--- src/rtl/lsu_pkg.sv ---
package lsu_pkg;
  typedef enum logic [5:0] {
    OP_LB = 6'd32,
    OP_LW = 6'd35,
    OP_SB = 6'd40,
    OP_SW = 6'd43
  } lsu_op_e;
endpackage

--- src/rtl/lsu_agen.sv ---
module lsu_agen #(
  parameter int AW = 32,
  parameter int OW = 16,
  parameter int LW = 2
) (
  input  logic [AW-1:0]    base_i,
  input  logic [OW-1:0]    ofs_i,
  output logic [AW-LW-1:0] word_o,
  output logic [LW-1:0]    lane_o
);
  logic [AW-1:0] ea;
  assign ea     = base_i + {{(AW-OW){ofs_i[OW-1]}}, ofs_i};
  assign word_o = ea[AW-1:LW];
  assign lane_o = ea[LW-1:0];
endmodule

--- src/rtl/lsu_store_lane.sv ---
module lsu_store_lane #(
  parameter int NB = 4,
  parameter int LW = 2
) (
  input  logic            byte_i,
  input  logic [LW-1:0]   lane_i,
  input  logic [8*NB-1:0] wdata_i,
  output logic [NB-1:0]   be_o,
  output logic [8*NB-1:0] wdata_o
);
  // byte offset k lives in strobe NB-1-k (big-endian)
  for (genvar k = 0; k < NB; k++) begin : g_lane
    localparam int S = NB - 1 - k;
    assign be_o[S]            = byte_i ? (lane_i == LW'(k)) : 1'b1;
    assign wdata_o[8*S +: 8]  = byte_i ? wdata_i[7:0] : wdata_i[8*S +: 8];
  end
endmodule

--- src/rtl/lsu_load_extract.sv ---
module lsu_load_extract #(
  parameter int NB = 4,
  parameter int LW = 2
) (
  input  logic            byte_i,
  input  logic [LW-1:0]   lane_i,
  input  logic [8*NB-1:0] rdata_i,
  output logic [8*NB-1:0] rdata_o
);
  logic [7:0] sel;
  always_comb begin
    sel = '0;
    for (int k = 0; k < NB; k++)
      if (lane_i == LW'(k)) sel = rdata_i[8*(NB-1-k) +: 8];
  end
  assign rdata_o = byte_i ? {{(8*NB-8){sel[7]}}, sel} : rdata_i;
endmodule

--- src/rtl/lsu_align_be.sv ---
module lsu_align_be
  import lsu_pkg::*;
#(
  parameter int AW = 32,
  parameter int OW = 16,
  parameter int NB = 4,
  localparam int DW = 8 * NB,
  localparam int LW = $clog2(NB)
) (
  input  logic             clk_i,
  input  logic             rst_ni,
  input  logic             req_i,
  input  logic [5:0]       op_i,
  input  logic [AW-1:0]    base_i,
  input  logic [OW-1:0]    ofs_i,
  input  logic [DW-1:0]    wdata_i,
  output logic             mem_req_o,
  output logic             mem_we_o,
  output logic [AW-LW-1:0] mem_addr_o,
  output logic [NB-1:0]    mem_be_o,
  output logic [DW-1:0]    mem_wdata_o,
  input  logic [DW-1:0]    mem_rdata_i,
  output logic [DW-1:0]    rdata_o,
  output logic             rvalid_o,
  output logic             misalign_o
);
  logic [LW-1:0] lane;
  logic is_ld, is_st, is_byte, is_word, ok;

  always_comb begin
    is_ld   = 1'b0;
    is_st   = 1'b0;
    is_byte = 1'b0;
    unique case (op_i)
      OP_LW: is_ld = 1'b1;
      OP_SW: is_st = 1'b1;
      OP_LB: begin is_ld = 1'b1; is_byte = 1'b1; end
      OP_SB: begin is_st = 1'b1; is_byte = 1'b1; end
      default: ;
    endcase
  end

  assign is_word    = (is_ld | is_st) & ~is_byte;

  lsu_agen #(.AW(AW), .OW(OW), .LW(LW)) u_agen (
    .base_i (base_i),
    .ofs_i  (ofs_i),
    .word_o (mem_addr_o),
    .lane_o (lane)
  );

  assign misalign_o = req_i & is_word & (lane != '0);
  assign ok         = req_i & (is_ld | is_st) & ~misalign_o;
  assign mem_req_o  = ok;
  assign mem_we_o   = ok & is_st;

  lsu_store_lane #(.NB(NB), .LW(LW)) u_st (
    .byte_i  (is_byte),
    .lane_i  (lane),
    .wdata_i (wdata_i),
    .be_o    (mem_be_o),
    .wdata_o (mem_wdata_o)
  );

  logic          rvalid_q, byte_q;
  logic [LW-1:0] lane_q;

  always_ff @(posedge clk_i or negedge rst_ni) begin
    if (!rst_ni) begin
      rvalid_q <= 1'b0;
      byte_q   <= 1'b0;
      lane_q   <= '0;
    end else begin
      rvalid_q <= ok & is_ld;
      if (ok & is_ld) begin
        byte_q <= is_byte;
        lane_q <= lane;
      end
    end
  end

  lsu_load_extract #(.NB(NB), .LW(LW)) u_ld (
    .byte_i  (byte_q),
    .lane_i  (lane_q),
    .rdata_i (mem_rdata_i),
    .rdata_o (rdata_o)
  );

  assign rvalid_o = rvalid_q;
endmodule

--- config.mk ---
export PLATFORM = sky130hd
export DESIGN_NAME = lsu_align_be
export DESIGN_NICKNAME = d
export VERILOG_FILES = /design/src/rtl/lsu_pkg.sv /design/src/rtl/lsu_agen.sv /design/src/rtl/lsu_store_lane.sv /design/src/rtl/lsu_load_extract.sv /design/src/rtl/lsu_align_be.sv
export SDC_FILE = /design/constraint.sdc
export NUM_CORES = 1
export LEC_CHECK = 0
export BUFFER_PORTS_ARGS = -buffer_cell sky130_fd_sc_hd__buf_2
export CORE_MARGIN = 4
export CORE_UTILIZATION = 43
export DETAILED_ROUTE_END_ITERATION = 7
export GPL_TIMING_DRIVEN = 0
export HOLD_SLACK_MARGIN = 0.15
export PLACE_DENSITY = 0.85
export SLEW_MARGIN = 10
export SYNTH_ARGS = -nofsm -noshare
export SYNTH_HDL_FRONTEND = slang
export SYNTH_HIERARCHICAL = 1
export SYNTH_SLANG_ARGS = --single-unit
--- constraint.sdc ---
create_clock -name clk_i -period 4.5 [get_ports clk_i]
set_clock_uncertainty 0.2 [all_clocks]
set_input_delay 0.9 -clock clk_i [delete_from_list [all_inputs] [get_ports clk_i]]
set_output_delay 0.9 -clock clk_i [all_outputs]
set_load 0.05 [all_outputs]
== Word level (Yosys, flattened, before mapping) ==
Index checks and enable logic that the tools add are counted.
Storage, ports and cells
  logic and storage cells: 45
  register bits after elaboration: 4
  output and inout bits: 102
Operators by class
  bitwise operators: 10
  add/subtract/negate cells: 1
  equal/unequal tests: 10
  mux-type cells: 15
  reductions and logical operators: 6
Operators with widths (number)
  $mux W8: 7
  $add A32 B32 Y32: 1
  $mux W32: 1
  $eq A6 B6 Y1 const B: 4
  $eq A2 B2 Y1 const B: 4
  $and A1 B1 Y1: 7
  $mux W1: 7
  $reduce_or A2 Y1: 3
  $eq A2 B1 Y1 const B: 2
  $logic_not A2 Y1: 2
  $not A1 Y1: 2
  $reduce_bool A2 Y1: 1
  $or A1 B1 Y1: 1

== Depth between registers and ports, before layout ==
Gate-level depths: netlist (run 1).
  depth in word-level cells: 10
  depth in mapped cells: 9
  depth with buffers taken out: 9

== By module ==
Netlist (run 1), hierarchy kept.
By module, submodules not included
  lsu_agen: cells an instance 241, times used 1, area an instance 1744.2 um2, sequential area each 0.0 um2
  lsu_load_extract: cells an instance 102, times used 1, area an instance 624.3 um2, sequential area each 0.0 um2
  lsu_store_lane: cells an instance 74, times used 1, area an instance 444.2 um2, sequential area each 0.0 um2
  lsu_align_be: cells an instance 24, times used 1, area an instance 247.7 um2, sequential area each 100.1 um2

== Least setup slack after synthesis (run 1) ==
No wires, ideal clock.
  kind: input -> output
  start: in base_i[7]
  end: out mem_addr_o[28]
  data arrival time: 3453 ps
  cell stages on the path: 8
  path buffers: 1
  required time: 3400 ps
  setup slack: -53 ps
  path through: ha_1 buf_2 a21oi_1 o32ai_1 a21oi_1 o221ai_1 a31oi_1 o311ai_1
On the way
  cells in the longest elaborated chain, start to end: 1
RTL lines
  start, declared: RTL line lsu_align_be.sv:14  | input logic [AW-1:0] base_i,
  $add A32 B32 Y32: RTL line lsu_agen.sv:12  | assign ea = base_i + {{(AW-OW){ofs_i[OW-1]}}, ofs_i};
  end, declared: RTL line lsu_align_be.sv:19  | output logic [AW-LW-1:0] mem_addr_o,
Every way passes these cells.

== Final worst setup path (run 1) ==
  start: in base_i[14]
  end: out mem_addr_o[29]
Same word-level chain as after synthesis.

==> qor.yml, run 1 <==
status: "finished clean"
drt_iter0_markers: 132
pwr-share-clk: 0.053
finalCriticalPeriod_ns: 4.429
end_kind: "output port"
io_pins: 223
cts_tree: "done"
finalMaxSlewViolations: 0
gp_congestion: 0.9719
power_density_nw_per_um2: 319.7
rows: 30
yosysSeqAreaShare: 0.03271
synth_xor_area_frac: 0.08299
post-place-ws_ns: -0.2760
core_area_um2: 6869
dr_total_vias: 4106
io_buffers: 222
insertion_delay_ns: 0.21
placed_area_um2: 4299
finalPower_uw: 1406
grt_pass1_vias: 3959
synth_top_family_by_area: "compound AO/OA/AOI/OAI gates"
synth_compound_area_frac: 0.4043
nNetsFinal: 820
p_sw_uw: 944.6
p_int_uw: 461.8
fp.dieArea_um2: 8531
tns_ns: 0
syn_nets: 594
synth_mux_area_frac: 0.03598
cts_sinks: 4
wl_per_cell_um: 15.60
synth-seq-cells: 4
setup_viol: 0
yosysWarnings: 6
fmax_ghz: 0.2258
synth_fa_ha_area_frac: 0.1333
path_max_fanout: 5
worstPathRequired_ns: 3.40
antenna_found_initial: 1
viasPerCell: 5.396
dp_hpwl_mm: 9.931
relSlewSlack: 0.6923
finalHoldViolations: 0
grt_max_degree: 18
cp-start-kind: "primary input"
cp.arrival_ns: 3.33
stdcell_area_um2: 4399
antennaDiodeCount: 0
root_buffer: "clkbuf_8"
worst_slew_pin_slew_ns: 0.4616
finalWorstSetupSlack_ns: 0.07098
sequentialPowerShare: 0.032
swShare: 0.6716
syn_avg_cell_area_um2: 6.940
worst-setup-path-type: "primary input to output port"
final_antenna_net_count: 0
synth_area_um2: 3060
ys_types: 64
drt_first_pass_iters: 7
ir_worst_vdd_mv: 0.2430
numCtsBuffers: 3
power.leakage_uw: 0.002501
comb_power_share: 0.915
drive_gt1_frac: 0.4436
die_w_um: 92.37
cts_hold_buf: 0
synth_flop_cell: "dfrtp_1"
yosys.area_share.simple: 0.1566
syn2layout_area_growth_pct: 43.74
fp.dieH_um: 92.37
async_flop_share: 1.000
synth_edf_count: 0
netlist_instances: 441
clk_path_buf_depth: 2
drcViolationCount: 0
grt-ovfl-total: 0
initial_core_util: 0.4455
cts_htree_levels: 1
grt_usage: 0.2566
finalCritPeriodShare: 0.9842
timing.hold.worst.class: "flop to flop"
routed_wirelength_mm: 11.87
path_clk_slew_ns: 0.03
maxCapViolCount: 0
grt_pass1_wl_mm: 18.38
## registers in the layout, indices dropped and copies added, names as in the netlist
register  flops
lane_q        2
rvalid_o      1
byte_q        1
## through the flow
step	instances	utilization	hold WS, ns
5_1_grt	761	0.6404	0.2844
2_1_floorplan	441	-	0.2440
3_5_place_dp	759	0.6259	0.2675
4_1_cts	762	0.6352	0.2741
6_report	761	0.6404	0.2665
3_3_place_gp	759	0.6259	0.2640
## what timing repair did
item,CTS,global route
setup buffers,0,1
gates resized for setup,5,10
pin swaps,1,2
endpoints found under the setup margin,4,8
## kinds of logic (layout without fill, tap and decap cells)
group,Yosys count,after routing
buffers and inverters,98,322
adders and majority gates,32,32
DFF,4,4
xor gates and xnor gates,29,29
muxes,11,11
and+or+nand+nor,89,89
AOI/OAI and AO/OA,178,178
## path summary, 6_finish.rpt
path / cells past startpoint / start / endpoint / slack, ns
max: 10 / base_i[14] / mem_addr_o[29] / 0.07
min: 1 / byte_q / byte_q / 0.27
max reg2reg: 1 / lane_q[0] / lane_q[0] / 3.63
min reg2reg: 1 / byte_q / byte_q / 0.27
max in group asynchronous: 1 / rst_ni / lane_q[0] / 3.71
min in group asynchronous: 1 / rst_ni / rvalid_o / 0.28
## critical path, cell delays in order
cell	delay, ns
buf_2	0.10
ha_1	0.35
a21oi_1	0.38
nand2_1	0.10
nor2_1	0.23
a22oi_4	0.15
a311oi_4	0.45
nor4_1	0.11
or3_1	0.33
buf_2	0.22
## routing by layer
metal | vias up | GRT usage | routed length [um]
met3 | 22 | 0.03818 | 911
met4 | 2 | 0.04827 | 172
met1 | 1875 | 0.2933 | 4511
met2 | 182 | 0.4997 | 6271
li1 | 2025 | - | -
met5 | - | 0 | 7
## synth_stat cells, types with 2 or more instances
| master | count | area [um2] |
|---|---|---|
| nand2_4 | 2 | 22.52 |
| o21ai_2 | 16 | 140.1 |
| dfrtp_1 | 4 | 100.1 |
| or2_2 | 3 | 18.77 |
| clkbuf_1 | 11 | 41.29 |
| o21ai_1 | 11 | 55.05 |
| a21boi_0 | 2 | 15.01 |
| o21bai_1 | 4 | 30.03 |
| nor3_1 | 5 | 25.02 |
| a21o_1 | 21 | 157.7 |
| nand2b_1 | 2 | 12.51 |
| nand2_1 | 25 | 93.84 |
| nand3_1 | 11 | 55.05 |
| o22ai_1 | 8 | 50.05 |
| nor2b_1 | 3 | 18.77 |
| nor3b_1 | 2 | 15.01 |
| mux2i_1 | 11 | 110.1 |
| o221ai_1 | 2 | 17.52 |
| xnor2_1 | 14 | 122.6 |
| o211ai_1 | 3 | 22.52 |
| o21ai_0 | 41 | 205.2 |
| buf_2 | 5 | 25.02 |
| a21o_2 | 6 | 52.55 |
| ha_1 | 31 | 387.9 |
| a211oi_1 | 3 | 22.52 |
| xor2_1 | 15 | 131.4 |
| o32a_1 | 2 | 20.02 |
| o21a_1 | 2 | 15.01 |
| nor2_1 | 16 | 60.06 |
| a22o_1 | 8 | 70.07 |
| buf_6 | 7 | 78.83 |
| o311ai_1 | 2 | 17.52 |
| a311oi_1 | 2 | 17.52 |
| a21oi_1 | 30 | 150.1 |
| a31oi_1 | 3 | 18.77 |
| nand4_1 | 9 | 56.30 |
| inv_1 | 64 | 240.2 |
| buf_4 | 9 | 67.56 |
## placed cells by master, fill, tap and decap left out, types with 3 or more instances in the layout
cell type | netlist | layout
o22ai_1 | 8 | 8
or2_2 | 3 | 3
buf_6 | 7 | 8
buf_2 | 5 | 222
o21bai_1 | 4 | 4
ha_1 | 31 | 31
nor3_1 | 5 | 5
a21o_1 | 21 | 21
buf_4 | 9 | 11
a31oi_1 | 3 | 3
mux2i_1 | 11 | 11
o21ai_1 | 11 | 11
a22o_1 | 8 | 8
o211ai_1 | 3 | 3
a21oi_2 | 0 | 3
clkbuf_8 | 0 | 3
a211oi_1 | 3 | 3
dfrtp_1 | 4 | 4
a21oi_1 | 30 | 27
o21ai_0 | 41 | 41
o21ai_2 | 16 | 16
a21o_2 | 6 | 6
nand3_1 | 11 | 11
xnor2_1 | 14 | 14
nor2b_1 | 3 | 3
inv_1 | 64 | 64
nand2_1 | 25 | 25
xor2_1 | 15 | 15
clkbuf_4 | 0 | 3
clkbuf_1 | 11 | 9
nand4_1 | 9 | 9
nor2_1 | 16 | 16
## cell type report
type / instances / area (um2)
Multi-Input combinational cell: 339 / 2539
Fill cell: 635 / 2470
Timing Repair Buffer: 223 / 1135
Inverter: 64 / 240.2
Buffer: 32 / 224.0
Tap cell: 96 / 120.1
Sequential cell: 4 / 100.1
Clock buffer: 3 / 41.29
## power by group through the flow
stage	registers, uW	clock network [uW]	logic, uW
after global routing	46.3	79.3	1350
final	45.3	74.4	1290
after global placement	45.3	0	1250
after detailed placement	45.8	0	1270
after CTS	45.4	76.1	1270
after floorplan	44.9	0	964
(Power assumes the default switching activity.)
==> inputs of run 2 (changes only) <==
==> constraint.sdc (replaced) <==
create_clock -name clk_i -period 4.5 [get_ports clk_i]
set_clock_uncertainty 0.2 [all_clocks]
set_input_delay 0.675 -clock clk_i [delete_from_list [all_inputs] [get_ports clk_i]]
set_output_delay 0.675 -clock clk_i [all_outputs]
set_load 0.05 [all_outputs]
==> run 2 against run 1 <==
Effect of this change:
- combinational power is essentially flat
- worst hold slack gained 0.024 ns
- largest cell class unchanged
- core utilization shrank 0.77 points
- sequential cell count is the same
- first-iteration DRC count grew 52%
==> qor.yml, run 2 (same netlist as run 1, synthesis figures left out) <==
stdcell_area_um2: 4347  # -1.2%
finalHoldViolations: 0  # unchanged
antenna_found_initial: 0  # -1
fp.dieH_um: 92.37  # unchanged
dp_hpwl_mm: 9.748  # -1.8%
routed_wirelength_mm: 11.46  # -3.5%
highest_layer: "met4"
wl_met3_um: 869  # -4.6%
status: "finished clean"
dr_wl_met2_mm: 5.715  # -8.9%
viasPerCell: 5.298  # -1.8%
numCtsBuffers: 3  # unchanged
top_register: "lane_q"
path_clk_slew_ns: 0.03  # about the same
grt_pass1_vias: 3836  # -3.1%
drt_first_pass_iters: 5  # -2
worst-setup-path-type: "primary input to output port"
nNetsFinal: 822  # +0.24%
placed_area_um2: 4292  # -0.17%
finalMaxSlewViolations: 0  # unchanged
io_buffers: 222  # unchanged
power_density_nw_per_um2: 319.4  # about the same
cts_tree: "done"
worstPathRequired_ns: 3.62  # +0.22 ns
grt-ovfl-total: 0  # unchanged
rsz0062_at_grt: "false"
drcViolationCount: 0  # unchanged
cp-start-kind: "primary input"
worst_slew_pin_slew_ns: 0.5299  # +0.06833 ns
drive_gt1_frac: 0.4273  # -0.01632
cts_htree_levels: 1  # unchanged
tns_ns: 0  # unchanged
clk_path_buf_depth: 2  # unchanged
fp.dieArea_um2: 8531  # unchanged
cts_sinks: 4  # unchanged
final_common_cell: "buf_2"
io_pins: 223  # unchanged
dr_total_vias: 4042  # -1.6%
core_area_um2: 6869  # unchanged
final_cell_mix: "buf_2 (226), inv_1 (64), o21ai_0 (41)"
initial_core_util: 0.4455  # unchanged
wl_per_cell_um: 15.02  # -3.7%
cp.arrival_ns: 3.37  # +0.04 ns
antennaDiodeCount: 0  # unchanged
insertion_delay_ns: 0.21  # about the same
timing.hold.worst.class: "flop to flop"
finalWorstSetupSlack_ns: 0.2518  # +0.1809 ns
grt_usage: 0.2458  # -0.01086
path_max_fanout: 17  # +12
drt_iter0_markers: 201  # +52%
relSlewSlack: 0.6467  # -0.04556
grt_max_degree: 18  # unchanged
post-place-ws_ns: 0.2441  # +0.5201 ns
rows: 30  # unchanged
fmax_ghz: 0.2354  # +4.3%
finalCritPeriodShare: 0.9440  # -0.04019
grt_pass1_wl_mm: 17.75  # -3.5%
ir_worst_vdd_mv: 0.2031  # -16%
power.leakage_uw: 0.002490  # -0.42%
final_antenna_net_count: 0  # unchanged
root_buffer: "clkbuf_8"
largest_register_ffs: 2  # unchanged
maxCapViolCount: 0  # unchanged
die_w_um: 92.37  # unchanged
gp_congestion: 0.9466  # -2.6%
whs_ns: 0.2908  # +0.02428 ns
end_kind: "output port"
syn2layout_area_growth_pct: 42.03
drt-met1-wl_mm: 4.657  # +3.2%
finalCriticalPeriod_ns: 4.248  # -0.1809 ns
setup_viol: 0  # unchanged
[run 2: cell count changes in the layout (fill, tap and decap cells not counted), sizes merged]
cell and delta:
dlygate4sd3 +1, buf +1
[run 2: final timing paths]
kind / start / to / slack, ns / cells past startpoint
min in group asynchronous: rst_ni / lane_q[0] / 0.62 / 2
hold reg to reg: byte_q / byte_q / 0.29 / 1
max in group asynchronous: rst_ni / lane_q[1] / 3.37 / 2
setup reg to reg: lane_q[0] / lane_q[0] / 3.64 / 1
hold / removal: byte_q / byte_q / 0.29 / 1
setup / recovery: ofs_i[15] / mem_addr_o[24] / 0.25 / 11
[run 2: critical path, stage by stage]
cell and delay (ns):
clkbuf_4 0.22, ha_1 0.31, clkbuf_1 0.19, a21oi_1 0.29, o21ai_0 0.19, o311ai_1 0.40
o21ai_0 0.15, a311oi_1 0.31, o21bai_1 0.11, xor2_1 0.22, buf_2 0.31
[run 2: repair_timing]
| item | in CTS | in global routing |
|---|---|---|
| setup endpoints to repair | 0 | 2 |
| setup buffers | 0 | 0 |
| resized for setup | 0 | 2 |
| hold endpoints to repair | 4 | 0 |
| hold buffers | 1 | 0 |
[run 2: metrics by stage]
step / power, uW / utilization / std cells
CTS: 1387 / 0.6322 / 763
global placement: 1291 / 0.6248 / 759
detailed placement: 1307 / 0.6248 / 759
finish: 1388 / 0.6328 / 763
floorplan: 1007 / - / 441
global route: 1461 / 0.6328 / 763
[run 2: power breakdown]
group	internal [uW]	switching (uW)
Clock	56.9	16.9
Sequential	41.9	3.25
Combinational	355	915
Total	453	935
[run 2: cell type report]
type,instances,area (um2)
Sequential cell,4,100.1
Buffer,34,231.5
Tap cell,96,120.1
Multi-Input combinational cell,339,2490
Timing Repair Buffer,223,1124
Fill cell,630,2522
Inverter,64,240.2
Clock buffer,3,41.29
[run 2: routing by layer]
layer / track usage / up-vias
li1: - / 2026
met1: 0.2938 / 1808
met2: 0.4556 / 188
met3: 0.03899 / 20
met4: 0.05693 / 0
met5: 0 / -
==> inputs of run 3 (changes only) <==
--- a/constraint.sdc
+++ b/constraint.sdc
@@ -4,2 +4,2 @@
 set_output_delay 0.675 -clock clk_i [all_outputs]
-set_load 0.05 [all_outputs]
+set_load 0.01 [all_outputs]
==> run 3 against run 2 <==
Effect of this change:
- clock-buffer cell count unchanged
- register-to-register slack about the same
- clock power about the same
- cell count unchanged
- sequential power about the same
- die area unchanged
- final area about the same
- core utilization decreased by 0.055 points
- critical endpoint unchanged
- highest routed layer unchanged
- power decreased by 34%
- via count increased by 0.15%
==> qor.yml, run 3 (same netlist as run 1, synthesis figures left out) <==
status: "finished clean"
insertion_delay_ns: 0.21  # about the same
p_sw_uw: 466.9  # -50%
core_area_um2: 6869  # unchanged
grt_pass1_wl_mm: 17.75  # unchanged
maxCapViolCount: 0  # unchanged
multi_input_area_um2: 2489  # about the same
io_pins: 223  # unchanged
relSlewSlack: 0.5502  # -0.09656
clk_path_buf_depth: 2  # unchanged
nNetsFinal: 822  # unchanged
critPathBufInv: 3  # unchanged
cts_htree_levels: 1  # unchanged
routed_wirelength_mm: 11.46  # about the same
finalCritPeriodShare: 0.9333  # -0.01073
drt_first_pass_iters: 5  # unchanged
viasPerCell: 5.305  # +0.15%
largest_register_ffs: 2  # unchanged
sequentialPowerShare: 0.049  # +0.016
ir_worst_vdd_mv: 0.09019  # -56%
tns_ns: 0  # unchanged
top_register: "lane_q"
whs_ns: 0.2908  # unchanged
cts_sinks: 4  # unchanged
antenna_found_initial: 0  # unchanged
grt-ovfl-total: 0  # unchanged
p_int_uw: 450.8  # -0.57%
rsz0062_at_grt: "false"
path_clk_slew_ns: 0.03  # about the same
finalMaxSlewViolations: 0  # unchanged
rows: 30  # unchanged
antennaDiodeCount: 0  # unchanged
finalCriticalPeriod_ns: 4.200  # -0.04828 ns
timing.hold.worst.class: "flop to flop"
final_common_cell: "buf_2"
grt_usage: 0.2458  # unchanged
fp.dieArea_um2: 8531  # unchanged
grt_max_degree: 18  # unchanged
regArea_um2: 100.1  # unchanged
drive_gt1_frac: 0.4273  # unchanged
cp_cell_sequence: "buf_2 > ha_1 > clkbuf_1 > a21oi_1 > o21ai_0 > o311ai_1 > o21ai_0 > a311oi_1 > o21bai_1 > xor2_1 > buf_2"
drt_iter0_markers: 183  # -9.0%
path_max_fanout: 17  # unchanged
power_density_nw_per_um2: 211.3  # -34%
power.leakage_uw: 0.002490  # about the same
grt_pass1_vias: 3836  # unchanged
dp_hpwl_mm: 9.748  # unchanged
end_kind: "output port"
swShare: 0.5088  # -0.1646
gp_congestion: 0.9466  # unchanged
comb_power_share: 0.870  # -0.044
fp.dieH_um: 92.37  # unchanged
max_stage_delay_ns: 0.39  # about the same
io_buffers: 222  # unchanged
final_cell_mix: "buf_2 (227), inv_1 (64), o21ai_0 (41)"
pwr-share-clk: 0.080  # +0.027
drcViolationCount: 0  # unchanged
final_antenna_net_count: 0  # unchanged
setup_viol: 0  # unchanged
numCtsBuffers: 3  # unchanged
finalHoldViolations: 0  # unchanged
fmax_ghz: 0.2381  # +1.1%
dr_total_vias: 4048  # +0.15%
syn2layout_area_growth_pct: 41.91  # about the same
slowest_stage: "o311ai_1"
root_buffer: "clkbuf_8"
wl_per_cell_um: 15.02  # about the same
die_w_um: 92.37  # unchanged
worst_slew_pin_slew_ns: 0.6577  # +0.1278 ns
cp.arrival_ns: 3.32  # -0.05 ns
path_delay_family: "compound AO/OA/AOI/OAI gates"
final_cells: 763  # unchanged
worst-setup-path-type: "primary input to output port"
cp-start-kind: "primary input"
finalPower_uw: 917.7  # -34%
initial_core_util: 0.4455  # unchanged
worstPathRequired_ns: 3.62  # about the same
fillCellCount: 632  # +0.32%
dp_cells: 759  # unchanged
cts_tree: "done"
==> run 3: path summary, 6_finish.rpt <==
check / startpoint / endpoint / slack (ns) / cells after the start
worst min-delay path: byte_q / byte_q / 0.29 / 1
worst max-delay path: ofs_i[15] / mem_addr_o[24] / 0.30 / 11
worst min register to register: byte_q / byte_q / 0.29 / 1
max in group asynchronous: rst_ni / lane_q[1] / 3.37 / 2
min in group asynchronous: rst_ni / lane_q[0] / 0.62 / 2
worst max register to register: lane_q[0] / lane_q[0] / 3.64 / 1
==> run 3: through the flow <==
step / util / instance area, um2 / setup WS, ns
final: 0.6322 / 4343 / 0.3001
after global placement: 0.6248 / 4292 / 0.4839
after CTS: 0.6322 / 4343 / 0.3728
after global routing: 0.6322 / 4343 / 0.03353
after floorplan: - / 3060 / 1.021
after detailed placement: 0.6248 / 4292 / 0.3632
==> run 3: layout make-up <==
type | instances | share of cell area
plain buffers | 34 | 0.05330
clock buffers | 3 | 0.009507
inverters | 64 | 0.05532
multi-input cells | 339 | 0.5730
flip-flops and latches | 4 | 0.02305
well taps | 96 | 0.02766
repair buffers | 223 | 0.2581
==> run 3: power groups by stage <==
| stage | clock (uW) | sequential, uW | combinational (uW) |
|---|---|---|---|
| 2_1_floorplan | 0 | 44.8 | 495 |
| 3_3_place_gp | 0 | 45.3 | 776 |
| 3_5_place_dp | 0 | 45.6 | 791 |
| 4_1_cts | 76.3 | 45.2 | 796 |
| 5_1_grt | 78.9 | 45.6 | 866 |
| 6_report | 73.8 | 45.2 | 799 |
==> run 3: timing repair <==
action | CTS | global route
setup buffers | 0 | 0
hold endpoints to repair | 4 | 0
resized for setup | 0 | 0
hold buffers | 1 | 0
==> run 3: layer usage <==
metal  GRT usage  vias to the layer above  wire [um]
li1            -                     2026          -
met1      0.2938                     1819       4677
met2      0.4556                      185       5717
met3     0.03899                       18        865
met4     0.05693                        0        200
met5           0                        -          0
